==> src/rtl/irq_seq_pkg.sv <==
package irq_seq_pkg;
  typedef enum logic [1:0] {
    OP_HW   = 2'b00,
    OP_SW   = 2'b01,
    OP_RET  = 2'b10,
    OP_RSVD = 2'b11
  } seq_op_e;

  typedef enum logic [1:0] {
    MODE_IDLE   = 2'b00,
    MODE_ENTRY  = 2'b01,
    MODE_RETURN = 2'b10
  } seq_mode_e;

  localparam int unsigned FRAME_BYTES   = 5;
  localparam int unsigned ENTRY_CYCLES  = 9;
  localparam int unsigned RETURN_CYCLES = 7;
  localparam int unsigned STEP_W        = $clog2(ENTRY_CYCLES + 1);
endpackage

==> src/rtl/irq_seq_ctrl.sv <==
module irq_seq_ctrl
  import irq_seq_pkg::*;
(
  input  logic              clk,
  input  logic              rst,
  input  logic              start,
  input  logic [1:0]        op,
  output seq_mode_e         mode,
  output logic [STEP_W-1:0] step,
  output logic              busy,
  output logic              done,
  output logic              launch,
  output seq_mode_e         nmode,
  output logic [STEP_W-1:0] nstep,
  output logic              nactive
);
  localparam logic [STEP_W-1:0] LAST_ENT = STEP_W'(ENTRY_CYCLES - 1);
  localparam logic [STEP_W-1:0] LAST_RET = STEP_W'(RETURN_CYCLES - 1);

  logic [STEP_W-1:0] last_c, nlast_c;
  logic              cont_c;

  always_comb begin
    launch  = start && !busy && (op != OP_RSVD);
    last_c  = (mode == MODE_ENTRY) ? LAST_ENT : LAST_RET;
    cont_c  = busy && (step != last_c);
    nactive = launch || cont_c;
    nstep   = launch ? '0 : step + 1'b1;
    if (launch)      nmode = (op == OP_RET) ? MODE_RETURN : MODE_ENTRY;
    else if (cont_c) nmode = mode;
    else             nmode = MODE_IDLE;
    nlast_c = (nmode == MODE_ENTRY) ? LAST_ENT : LAST_RET;
  end

  always_ff @(posedge clk) begin
    if (rst) begin
      mode <= MODE_IDLE;
      step <= '0;
      busy <= 1'b0;
      done <= 1'b0;
    end else begin
      mode <= nmode;
      step <= nactive ? nstep : '0;
      busy <= nactive;
      done <= nactive && (nstep == nlast_c);
    end
  end
endmodule

==> src/rtl/irq_seq_memport.sv <==
module irq_seq_memport
  import irq_seq_pkg::*;
#(
  parameter int unsigned   DW       = 8,
  parameter logic [2*DW-1:0] VEC_ADDR = 16'hFFFE
) (
  input  logic              clk,
  input  logic              rst,
  input  logic              nactive,
  input  seq_mode_e         nmode,
  input  logic [STEP_W-1:0] nstep,
  input  logic [2*DW-1:0]   ctx_sp,
  input  logic [2*DW-1:0]   ctx_pc,
  input  logic [DW-1:0]     ctx_a,
  input  logic [DW-1:0]     ctx_x,
  input  logic [DW-1:0]     ctx_ccr,
  output logic [2*DW-1:0]   mem_addr,
  output logic [DW-1:0]     mem_wdata,
  output logic              mem_we,
  output logic              mem_re
);
  localparam int unsigned AW = 2 * DW;
  localparam logic [STEP_W-1:0] S_FRAME  = STEP_W'(FRAME_BYTES);
  localparam logic [STEP_W-1:0] S_VEC_HI = STEP_W'(FRAME_BYTES);
  localparam logic [STEP_W-1:0] S_VEC_LO = STEP_W'(FRAME_BYTES + 1);

  logic [AW-1:0] addr_n;
  logic [DW-1:0] wdata_n;
  logic          we_n, re_n;

  always_comb begin
    addr_n  = '0;
    wdata_n = '0;
    we_n    = 1'b0;
    re_n    = 1'b0;
    if (nactive && nmode == MODE_ENTRY) begin
      if (nstep < S_FRAME) begin
        we_n   = 1'b1;
        addr_n = ctx_sp - AW'(nstep);
        case (nstep)
          STEP_W'(0): wdata_n = ctx_pc[DW-1:0];
          STEP_W'(1): wdata_n = ctx_pc[AW-1:DW];
          STEP_W'(2): wdata_n = ctx_x;
          STEP_W'(3): wdata_n = ctx_a;
          default:    wdata_n = ctx_ccr;
        endcase
      end else if (nstep == S_VEC_HI) begin
        re_n   = 1'b1;
        addr_n = VEC_ADDR;
      end else if (nstep == S_VEC_LO) begin
        re_n   = 1'b1;
        addr_n = VEC_ADDR + 1'b1;
      end
    end else if (nactive && nmode == MODE_RETURN && nstep < S_FRAME) begin
      re_n   = 1'b1;
      addr_n = ctx_sp + AW'(nstep) + 1'b1;
    end
  end

  always_ff @(posedge clk) begin
    if (rst) begin
      mem_addr  <= '0;
      mem_wdata <= '0;
      mem_we    <= 1'b0;
      mem_re    <= 1'b0;
    end else begin
      mem_addr  <= addr_n;
      mem_wdata <= wdata_n;
      mem_we    <= we_n;
      mem_re    <= re_n;
    end
  end
endmodule

==> src/rtl/irq_stack_seq.sv <==
module irq_stack_seq
  import irq_seq_pkg::*;
#(
  parameter int unsigned     DW       = 8,
  parameter logic [2*DW-1:0] VEC_ADDR = 16'hFFFE,
  parameter int unsigned     I_BIT    = 3
) (
  input  logic            clk,
  input  logic            rst,
  input  logic            start,
  input  logic [1:0]      op,
  input  logic [2*DW-1:0] pc_in,
  input  logic [2*DW-1:0] sp_in,
  input  logic [DW-1:0]   a_in,
  input  logic [DW-1:0]   x_in,
  input  logic [DW-1:0]   ccr_in,
  input  logic [DW-1:0]   mem_rdata,
  output logic [2*DW-1:0] mem_addr,
  output logic [DW-1:0]   mem_wdata,
  output logic            mem_we,
  output logic            mem_re,
  output logic [2*DW-1:0] pc_out,
  output logic [2*DW-1:0] sp_out,
  output logic [DW-1:0]   a_out,
  output logic [DW-1:0]   x_out,
  output logic [DW-1:0]   ccr_out,
  output logic            busy,
  output logic            done
);
  localparam int unsigned AW = 2 * DW;
  localparam logic [AW-1:0] FRAME_ADJ = AW'(FRAME_BYTES);
  localparam logic [DW-1:0] I_MASK    = DW'(1) << I_BIT;
  // Read data is one cycle late, so capture happens one step after each read.
  localparam logic [STEP_W-1:0] S_ENT_HI = STEP_W'(FRAME_BYTES + 1);
  localparam logic [STEP_W-1:0] S_ENT_LO = STEP_W'(FRAME_BYTES + 2);
  localparam logic [STEP_W-1:0] S_RET_LO = STEP_W'(FRAME_BYTES);

  seq_mode_e         mode, nmode;
  logic [STEP_W-1:0] step, nstep;
  logic              launch, nactive;

  logic [AW-1:0] sp_s, pc_s, hi_w, ctx_sp, ctx_pc, pc_push;
  logic [DW-1:0] a_s, x_s, ccr_s, a_w, x_w, ccr_w;
  logic [DW-1:0] ctx_a, ctx_x, ctx_ccr;

  irq_seq_ctrl ctrl_i (
    .clk(clk), .rst(rst), .start(start), .op(op),
    .mode(mode), .step(step), .busy(busy), .done(done),
    .launch(launch), .nmode(nmode), .nstep(nstep), .nactive(nactive)
  );

  always_comb begin
    pc_push = (op == OP_SW) ? pc_in + 1'b1 : pc_in;
    ctx_sp  = launch ? sp_in   : sp_s;
    ctx_pc  = launch ? pc_push : pc_s;
    ctx_a   = launch ? a_in    : a_s;
    ctx_x   = launch ? x_in    : x_s;
    ctx_ccr = launch ? ccr_in  : ccr_s;
  end

  irq_seq_memport #(.DW(DW), .VEC_ADDR(VEC_ADDR)) port_i (
    .clk(clk), .rst(rst), .nactive(nactive), .nmode(nmode), .nstep(nstep),
    .ctx_sp(ctx_sp), .ctx_pc(ctx_pc), .ctx_a(ctx_a), .ctx_x(ctx_x),
    .ctx_ccr(ctx_ccr), .mem_addr(mem_addr), .mem_wdata(mem_wdata),
    .mem_we(mem_we), .mem_re(mem_re)
  );

  always_ff @(posedge clk) begin
    if (rst) begin
      sp_s <= '0; pc_s <= '0; a_s <= '0; x_s <= '0; ccr_s <= '0;
      hi_w <= '0; a_w <= '0; x_w <= '0; ccr_w <= '0;
      pc_out <= '0; sp_out <= '0; a_out <= '0; x_out <= '0; ccr_out <= '0;
    end else begin
      if (launch) begin
        sp_s  <= sp_in;
        pc_s  <= pc_push;
        a_s   <= a_in;
        x_s   <= x_in;
        ccr_s <= ccr_in;
      end
      if (busy && mode == MODE_ENTRY) begin
        if (step == S_ENT_HI) hi_w <= {mem_rdata, {DW{1'b0}}};
        if (step == S_ENT_LO) begin
          pc_out  <= {hi_w[AW-1:DW], mem_rdata};
          sp_out  <= sp_s - FRAME_ADJ;
          ccr_out <= ccr_s | I_MASK;
          a_out   <= a_s;
          x_out   <= x_s;
        end
      end
      if (busy && mode == MODE_RETURN) begin
        case (step)
          STEP_W'(1): ccr_w <= mem_rdata;
          STEP_W'(2): a_w   <= mem_rdata;
          STEP_W'(3): x_w   <= mem_rdata;
          STEP_W'(4): hi_w  <= {mem_rdata, {DW{1'b0}}};
          S_RET_LO: begin
            pc_out  <= {hi_w[AW-1:DW], mem_rdata};
            sp_out  <= sp_s + FRAME_ADJ;
            ccr_out <= ccr_w;
            a_out   <= a_w;
            x_out   <= x_w;
          end
          default: ;
        endcase
      end
    end
  end
endmodule

==> config.mk <==
export PLATFORM = sky130hd
export DESIGN_NAME = irq_stack_seq
export DESIGN_NICKNAME = d
export VERILOG_FILES = /design/src/rtl/irq_seq_pkg.sv /design/src/rtl/irq_seq_ctrl.sv /design/src/rtl/irq_seq_memport.sv /design/src/rtl/irq_stack_seq.sv
export SDC_FILE = /design/constraint.sdc
export NUM_CORES = 1
export LEC_CHECK = 0
export ABC_CLOCK_PERIOD_IN_PS = 5900
export BUFFER_PORTS_ARGS = -buffer_cell sky130_fd_sc_hd__buf_2
export CORE_ASPECT_RATIO = 1.5
export CORE_MARGIN = 3
export CORE_UTILIZATION = 50
export DETAILED_ROUTE_END_ITERATION = 10
export PLACE_DENSITY = 0.72
export SETUP_SLACK_MARGIN = 0.4
export SYNTH_ARGS = -nofsm -noshare
export SYNTH_HDL_FRONTEND = slang
export SYNTH_HIERARCHICAL = 1
export SYNTH_SLANG_ARGS = --single-unit
==> constraint.sdc <==
create_clock -name clk -period 5.9 [get_ports clk]
set_input_delay 1.18 -clock clk [delete_from_list [all_inputs] [get_ports clk]]
set_output_delay 1.18 -clock clk [all_outputs]
set_load 0.05 [all_outputs]
== Word level (Yosys, flattened, before mapping) ==
Index checks and enable logic that the tools add are counted.

* $add $sub $neg: 7
* Multiply operators: 0
* Div/mod/pow operators: 0
* Order comparisons: 1
* Equal/unequal tests: 21
* Shift-type cells: 0
* Multiplexer cells: 48
* Bitwise operators: 3
* Reductions and logical operators: 18

{| class="wikitable"
|+ Operators by type and width
! operator !! number
|-
| $mux W16 || 20
|-
| $mux W8 || 15
|-
| $add A16 B1 Y16 const B || 2
|-
| $pmux W8 S4 || 1
|-
| $eq A4 B3 Y1 const B || 6
|-
| $add A16 B3 Y16 const B || 1
|-
| $add A16 B4 Y16 || 1
|-
| $eq A4 B2 Y1 const B || 4
|-
| $sub A16 B3 Y16 const B || 1
|-
| $sub A16 B4 Y16 || 1
|-
| $mux W4 || 3
|-
| $logic_and A1 B1 Y1 || 9
|-
| $eq A4 B1 Y1 const B || 2
|-
| $eq A2 B1 Y1 const B || 3
|-
| $eq A2 B2 Y1 const B || 3
|-
| $mux W1 || 6
|-
| $mux W2 || 3
|-
| $reduce_and A2 Y1 || 3
|-
| $add A4 B1 Y4 const B || 1
|-
| $eq A4 B4 Y1 || 1
|-
| $logic_not A4 Y1 || 1
|-
| $lt A4 B3 Y1 const B || 1
|-
| $ne A4 B4 Y1 || 1
|-
| $reduce_or A2 Y1 || 2
|-
| 5 further kinds || 7
|}

* Register bits: 186
* Latch bits: 0
* Memory bits (writable): 0
* Bits in read-only memories: 0
* Bits of input ports: 69
* Output and inout port bits: 84
* Logic and storage cells: 120
* Memories kept: 0

== Logic depth before layout (Yosys ltp) ==
Gate-level depths: netlist of the first run.

* Word-level depth: 11
* Gate-level depth with buffers: 16
* Mapped depth without buffers: 14

== By module ==
Netlist of the first run, hierarchy kept.

{| class="wikitable"
|+ Modules (own cells, without submodules)
! module !! times used !! cells each !! area an instance (um2) !! sequential area each (um2)
|-
| irq_stack_seq || 1 || 717 || 6424.9 || 2882.8
|-
| irq_seq_memport || 1 || 242 || 1996.9 || 520.5
|-
| irq_seq_ctrl || 1 || 51 || 424.2 || 160.2
|}

== Worst setup path before layout of the first run ==
OpenSTA, ideal clock, no wires.

* Path kind: input-to-reg
* From: input port start
* To: register port_i.mem_addr[12]
* Setup time: 0.074 ns
* Arrival: 4.700 ns
* Required time: 5.826 ns
* Slack: 1.125 ns
* Cell stages on the path: 13
* Cell sequence: nand2b_2 -> a21o_2 -> inv_2 -> clkbuf_1 -> clkbuf_1 -> mux2_2 -> buf_4 -> or4_4 -> or4_1 -> buf_2 -> or4_1 -> or3_1 -> a31oi_1

{| class="wikitable"
|+ RTL lines
! what !! RTL line !! source
|-
| start, declared || irq_stack_seq.sv:10 || <nowiki>input logic start,</nowiki>
|-
| $logic_and A1 B1 Y1 (*) (2 in series) || irq_seq_ctrl.sv:24 || <nowiki>launch = start && !busy && (op != OP_RSVD);</nowiki>
|-
| named net launch || irq_stack_seq.sv:40 || <nowiki>logic launch, nactive;</nowiki>
|-
| $mux W16 (*) || n/a ||
|-
| named net ctx_sp[4] || irq_stack_seq.sv:42 || <nowiki>logic [AW-1:0] sp_s, pc_s, hi_w, ctx_sp, ctx_pc, pc_push;</nowiki>
|-
| $add A16 B4 Y16 || irq_seq_memport.sv:56 || <nowiki>addr_n = ctx_sp + AW'(nstep) + 1'b1;</nowiki>
|-
| $add A16 B1 Y16 || irq_seq_memport.sv:56 ||
|-
| $mux W16 || irq_seq_memport.sv:54 || <nowiki>end else if (nactive && nmode == MODE_RETURN && nstep < S_FRAME) begin</nowiki>
|-
| $mux W16 (*) || irq_seq_memport.sv:36 || <nowiki>if (nactive && nmode == MODE_ENTRY) begin</nowiki>
|-
| end signal, assigned || irq_seq_memport.sv:67 || <nowiki>mem_addr <= addr_n;</nowiki>
|-
| end, declared || irq_seq_memport.sv:17 || <nowiki>output logic [2*DW-1:0] mem_addr,</nowiki>
|}

The timed path passes the listed nets; every way through them passes the cells marked *.
A chain may end at the register's enable or synchronous reset.

== Final worst setup path of the first run ==
Ends and elaborated chain as after synthesis.

==> impl_metrics.tcl, run 1 <==
set metrics [dict create \
    num_io_pins 153 \
    synth_ff_type "dfxtp_1" \
    arrival_ns 4.63 \
    slew_viol_final 0 \
    routed-wl-met2_mm 12.3 \
    drt-total-wl_mm 24.3 \
    drt-met1-wl_mm 9.93 \
    cts_buffer_depth 2 \
    min_period_ns 4.28 \
    yosys_warnings 6 \
    numPortBuffers 152 \
    fp-row-count 58 \
    gp_congestion 0.937 \
    fin_cells 1345 \
    grt_first_pass_wirelength_mm 38.4 \
    cts_sinks 178 \
    finClkSkew_ns 0.0100 \
    hold_path.class "flip-flop to flip-flop" \
    status "complete, no violations" \
    tightest_slew_ns 0.958 \
    core_mm2 0.0171 \
    p_per_area_mw_per_mm2 271 \
    p_switching_mw 0.809 \
    synth_edf_count 0 \
    synthCells 1010 \
    max_freq_mhz 234 \
    max_slew_margin_pct 35.3 \
    clockPowerShare_pct 39.6 \
    yosysSeqAreaShare_pct 40.3 \
    drt-initial-drc-count 663 \
    reg2reg_slack_ns 1.90 \
    layout-drive-gt1-share_pct 22.5 \
    syn_avg_cell_area_um2 8.76 \
    hold_viol 0 \
    fill_cells 1524 \
    cp-end-kind "flip-flop" \
    ir_drop_mv 0.207 \
    grt_antenna_before_repair 0 \
    insertion_delay_ns 0.43 \
    area_growth_pct 15.6 \
    cts_resized 0 \
    num_vias 7878 \
    finalCritPeriodShare_pct 72.5 \
    groute.usage.overall_pct 24.9 \
    synth.top_cell.area_share_pct 40.3 \
    fin_util_pct 60.0 \
    setup_violations 0 \
    met3RoutedLength_mm 1.35 \
    dpl.cell_count 1313 \
    maxCapViolations 0 \
    drt_first_pass_iters 5 \
    worst-path-max-fanout 26 \
    swShare_pct 29.2 \
    die_x_um 115 \
    die_area_mm2 0.0194 \
    ys_ff_latch 178 \
    drtAntennaViolNets 0 \
    wire_per_inst_um 18.1 \
    grt_pass1_vias 7474 \
    crit_type "input pin to flip-flop" \
    ctsHoldBuffers 0 \
    cts_root_buf "clkbuf_16" \
    postCtsSetupRepairBufs 0 \
    htreeDepth 4 \
    die_h_um 169 \
    start_kind "input pin" \
    cts_buffers 17 \
    synth_top_area_cell "dfxtp_1" \
    overflow 0 \
    nets 1205 \
    cts_tree "built" \
    finalSetupTns_ns 0 \
    cp.required_ns 6.25 \
    syn_area_mm2 0.00885 \
    grt_start_max_net_pins 88 \
    rsz0062_at_grt "false" \
    p_int_mw 1.96 \
    yosys.cell_types.count 81 \
    hpwl_mm 17.4 \
    path_clk_slew_ns 0.07 \
    initial_core_util_pct 51.9 \
    viasPerCell 5.86 \
    synth_nets 1093 \
    routed.top_layer "met4" \
    p_comb_share_pct 14.7 \
    yosys-top-cells-area "dfxtp_1 (40%), nor2_1 (5.7%), mux2_2 (4.7%), mux2i_1 (4.4%), nor2b_1 (4.0%)" \
    post-route-drc-count 0 \
    diodes 0 \
    async_flop_share_pct 0 \
    pwr-share-seq_pct 45.7 \
    p_leak_nw 4.23 \
]
through the flow:
| stage | power, mW | hold WS, ns | area, µm² | worst slack (ns) |
|---|---|---|---|---|
| 3_3_place_gp | 1.69 | 0.439 | 9660 | 1.27 |
| 6_report | 2.77 | 0.452 | 10200 | 1.62 |
| 5_1_grt | 2.87 | 0.468 | 10200 | 1.44 |
| 3_5_place_dp | 1.69 | 0.443 | 9660 | 1.20 |
| 2_1_floorplan | 1.58 | 0.432 | 8850 | 1.13 |
| 4_1_cts | 2.78 | 0.454 | 10200 | 1.64 |
routing by layer:
| metal | track usage, % | vias up |
|---|---|---|
| met5 | 0 | - |
| met4 | 9.72 | 0 |
| met3 | 3.90 | 45 |
| met2 | 43.6 | 286 |
| met1 | 30.2 | 3694 |
| li1 | - | 3853 |
cell families after synthesis:
family,synth area share [%]
simple gates,22.4
compound gates,16.5
flops,40.3
buf+inv,4.13
mux,11.2
xor+xnor,3.37
fa+ha+maj,2.15
flip-flops by register name, indices dropped and copies added (netlist names), 16 cells and up:
register,flops
pc_s,16
pc_out,16
sp_s,16
port_i/mem_addr,16
sp_out,16
power by group through the flow:
stage               Combinational [mW]  Sequential, mW  Clock [mW]
floorplan                        0.284            1.30           0
global placement                 0.397            1.29           0
detailed placement               0.398            1.29           0
CTS                              0.402            1.27        1.11
global route                     0.442            1.27        1.16
finish                           0.407            1.27        1.10
worst max-delay path, stage by stage:
cell and delay (ns):
buf_2 0.08, nand2b_2 0.08, a21o_2 0.23, inv_2 0.37, mux2_2 0.42, ha_1 0.24
or4_4 0.47, or4_1 0.58, or4_1 0.47, or3_1 0.33, a31oi_1 0.16
cell type report:
type	instances	area, µm²	area share [%]
multi-input cells	744	4920	48.1
flip-flops and latches	178	3560	34.8
repair buffers	163	846	8.27
clock buffers	18	429	4.20
well taps	210	263	2.57
clock inverters	14	144	1.41
inverters	18	67.6	0.660
layout by cell type (no fill, tap or decap), drive strengths merged, types with 8 or more instances in the layout:
| cell | n |
|---|---|
| clkbuf | 18 |
| buf | 163 |
| o22ai | 30 |
| inv | 24 |
| mux2i | 39 |
| mux2 | 37 |
| nor4 | 10 |
| o21ai | 26 |
| a31oi | 8 |
| a211oi | 36 |
| nor3 | 18 |
| dfxtp | 178 |
| ha | 12 |
| nor2b | 57 |
| nand2 | 90 |
| nand4 | 14 |
| nor2 | 136 |
| xor2 | 18 |
| a21oi | 58 |
| nand3 | 15 |
| xnor2 | 16 |
| mux4 | 8 |
path summary, 6_finish.rpt:
check,from,to,cells after the start
worst max-delay path,start,port_i/mem_addr[12]$_SDFF_PP0_,11
worst min-delay path,pc_out[13]$_SDFF_PP0_,pc_out[13]$_SDFF_PP0_,2
worst max register to register,ctrl_i/busy$_SDFF_PP0_,port_i/mem_addr[12]$_SDFF_PP0_,10
worst min register to register,pc_out[13]$_SDFF_PP0_,pc_out[13]$_SDFF_PP0_,2
Yosys cell counts (5+ instances only):
| master | n |
|---|---|
| buf_1 | 9 |
| nand4_1 | 14 |
| xnor2_1 | 16 |
| a211oi_1 | 36 |
| dfxtp_1 | 178 |
| inv_1 | 17 |
| nor3b_1 | 5 |
| nor4_1 | 8 |
| mux2i_1 | 39 |
| mux4_2 | 8 |
| a31oi_1 | 8 |
| or3_1 | 7 |
| xor2_1 | 18 |
| o221ai_1 | 6 |
| a21oi_1 | 57 |
| nor2_1 | 134 |
| nor3_1 | 18 |
| nor2b_1 | 57 |
| nand2_1 | 90 |
| nand2b_1 | 6 |
| o22ai_1 | 30 |
| or4_1 | 5 |
| buf_2 | 13 |
| nand3_1 | 15 |
| ha_1 | 12 |
| and3_1 | 7 |
| clkbuf_1 | 45 |
| mux2_2 | 37 |
| o21ai_0 | 23 |
No activity file was read; power rests on OpenSTA's default activity.
==> run 2, diff against run 1 <==
--- a/config.mk
+++ b/config.mk
@@ -5,13 +5,13 @@
 export SDC_FILE = /design/constraint.sdc
 export NUM_CORES = 1
 export LEC_CHECK = 0
-export ABC_CLOCK_PERIOD_IN_PS = 5900
+export ABC_CLOCK_PERIOD_IN_PS = 3610
 export BUFFER_PORTS_ARGS = -buffer_cell sky130_fd_sc_hd__buf_2
 export CORE_ASPECT_RATIO = 1.5
 export CORE_MARGIN = 3
 export CORE_UTILIZATION = 50
 export DETAILED_ROUTE_END_ITERATION = 10
-export PLACE_DENSITY = 0.72
+export PLACE_DENSITY = 0.75
 export SETUP_SLACK_MARGIN = 0.4
 export SYNTH_ARGS = -nofsm -noshare
 export SYNTH_HDL_FRONTEND = slang
==> constraint.sdc (replaced) <==
create_clock -name clk -period 3.61 [get_ports clk]
set_input_delay 0.722 -clock clk [delete_from_list [all_inputs] [get_ports clk]]
set_output_delay 0.722 -clock clk [all_outputs]
set_load 0.05 [all_outputs]
==> impl_metrics.tcl, run 2 (synthesis gave the netlist of run 1 again) <==
set metrics [dict create \
    groute.usage.overall_pct 25.6 \
    area_growth_pct 19.4 \
    numPortBuffers 152 \
    start_kind "flip-flop" \
    core_mm2 0.0171 \
    p_switching_mw 1.27 \
    setup_violations 0 \
    reg2reg_slack_ns 0.50 \
    min_period_ns 3.11 \
    drtAntennaViolNets 0 \
    clockPowerShare_pct 40.1 \
    final_common_cell "dfxtp_1" \
    hold_viol 0 \
    max_slew_margin_pct 49.7 \
    drt_first_pass_iters 5 \
    die_area_mm2 0.0194 \
    rr_worst_depth 10 \
    cpMaxStageDelayCell "or4_4" \
    maxCapViolations 0 \
    cts_tree "built" \
    wire_per_inst_um 18.0 \
    holdPathStages 2 \
    holdCritStartpoint "pc_out[12]$_SDFF_PP0_" \
    dpl.cell_count 1342 \
    worst-path-max-fanout 7 \
    layout_common_cells "dfxtp_1 (175), buf_2 (151), nor2_1 (134), nand2_1 (90), a21oi_1 (57)" \
    die_h_um 169 \
    whs_endpoint "pc_out[12]$_SDFF_PP0_" \
    grt_antenna_before_repair 0 \
    arrival_ns 3.46 \
    seq_area_mm2 0.00357 \
    drt-total-wl_mm 24.8 \
    crit_buf_inv 1 \
    rsz0062_at_grt "false" \
    num_vias 8050 \
    initial_core_util_pct 51.9 \
    cp.required_ns 3.96 \
    ir_drop_mv 0.341 \
    cts_buffer_depth 2 \
    status "complete, no violations" \
    max_freq_mhz 322 \
    pwr-share-seq_pct 44.5 \
    nets 1236 \
    drt-initial-drc-count 763 \
    die_x_um 115 \
    crit_family "simple AND/OR/NAND/NOR gates" \
    hold_path.class "flip-flop to flip-flop" \
    post-route-drc-count 0 \
    tightest_slew_ns 0.754 \
    crit_type "flip-flop to flip-flop" \
    swShare_pct 27.2 \
    hpwl_mm 18.1 \
    finClkSkew_ns 0.0157 \
    htreeDepth 4 \
    insertion_delay_ns 0.43 \
    grt_pass1_vias 7617 \
    setup_ws_ns 0.502 \
    critPathMostFrequentCell "or4_4" \
    cts_root_buf "clkbuf_16" \
    path_clk_slew_ns 0.07 \
    finalCritPeriodShare_pct 86.1 \
    p_leak_nw 4.41 \
    p_int_mw 3.38 \
    multi_input_area_mm2 0.00498 \
    cp_cell_sequence "nand2b_4 > a21o_4 > inv_4 > mux2_4 > ha_4 > or4_4 > or4_4 > or4_1 > or3_1 > a31oi_1" \
    layout-drive-gt1-share_pct 25.4 \
    cp-end-kind "flip-flop" \
    regToRegStartpoint "ctrl_i/busy$_SDFF_PP0_" \
    p_comb_share_pct 15.5 \
    slowest_delay_ns 0.43 \
    cts_sinks 178 \
    gp_congestion 0.909 \
    num_io_pins 153 \
    grt_first_pass_wirelength_mm 39.4 \
    grt_start_max_net_pins 60 \
    p_per_area_mw_per_mm2 440 \
    pre_cts_ws_ns 0.0241 \
    diodes 0 \
    cts_buffers 17 \
    fin_cells 1375 \
    slew_viol_final 0 \
    fill_cells 1457 \
    reg2reg_to "port_i/mem_addr[12]$_SDFF_PP0_" \
    overflow 0 \
    viasPerCell 5.85 \
    fp-row-count 58 \
]
[run 2: changes by cell type in the layout (fill, tap and decap cells not counted), sizes merged]
cell	change
bufinv	+2
clkinvlp	+2
buf	+31
clkinv	-5
clkbuf	+1
inv	-1
[run 2: routing by layer]
layer | GRT usage (%) | vias up | wire length (µm)
met4 | 10.2 | 0 | 777
met2 | 45.4 | 296 | 12900
met3 | 3.65 | 50 | 1240
met5 | 0 | - | 0
met1 | 30.7 | 3793 | 9930
li1 | - | 3911 | -
[run 2: worst max path at each step]
stage,from,to,depth (start not counted)
detailed placement,start,port_i/mem_addr[12]$_SDFF_PP0_,11
global route,ctrl_i/busy$_SDFF_PP0_,port_i/mem_addr[10]$_SDFF_PP0_,15
floorplan,start,port_i/mem_addr[12]$_SDFF_PP0_,13
CTS,ctrl_i/busy$_SDFF_PP0_,port_i/mem_addr[10]$_SDFF_PP0_,15
finish,ctrl_i/busy$_SDFF_PP0_,port_i/mem_addr[12]$_SDFF_PP0_,10
global placement,start,port_i/mem_addr[12]$_SDFF_PP0_,11
[run 2: cell type report]
type	instances	area share [%]
multi-input cells	744	47.1
flip-flops and latches	178	33.8
repair buffers	194	10.4
clock buffers	19	4.19
well taps	210	2.49
clock inverters	12	1.41
inverters	18	0.663
[run 2: repair_timing]
item	CTS	global route
setup endpoints to repair	0	10
resized for setup	0	12
setup buffers	0	2
hold buffers	0	0
endpoints found under the hold margin	0	0
[run 2: per-stage QoR]
step	total power, mW	TNS [ns]	hold WS [ns]	cell area [µm²]	utilization, %
2_1_floorplan	2.61	-0.354	0.432	8930	-
3_3_place_gp	2.81	0	0.438	9920	58.2
3_5_place_dp	2.81	0	0.444	9920	58.2
4_1_cts	4.66	0	0.454	10500	61.7
5_1_grt	4.81	0	0.477	10600	61.9
6_report	4.65	0	0.452	10600	61.9
[run 2: power groups by stage]
stage	Clock, mW	Sequential, mW	Combinational (mW)
2_1_floorplan	0	2.12	0.483
4_1_cts	1.89	2.07	0.709
6_report	1.86	2.07	0.719
3_5_place_dp	0	2.11	0.703
5_1_grt	1.96	2.07	0.780
3_3_place_gp	0	2.11	0.697
[run 2: worst min-delay path: stages (launching register included)]
cell and delay [ns]:
dfxtp_1 0.31, nand2_1 0.05, a21oi_1 0.05
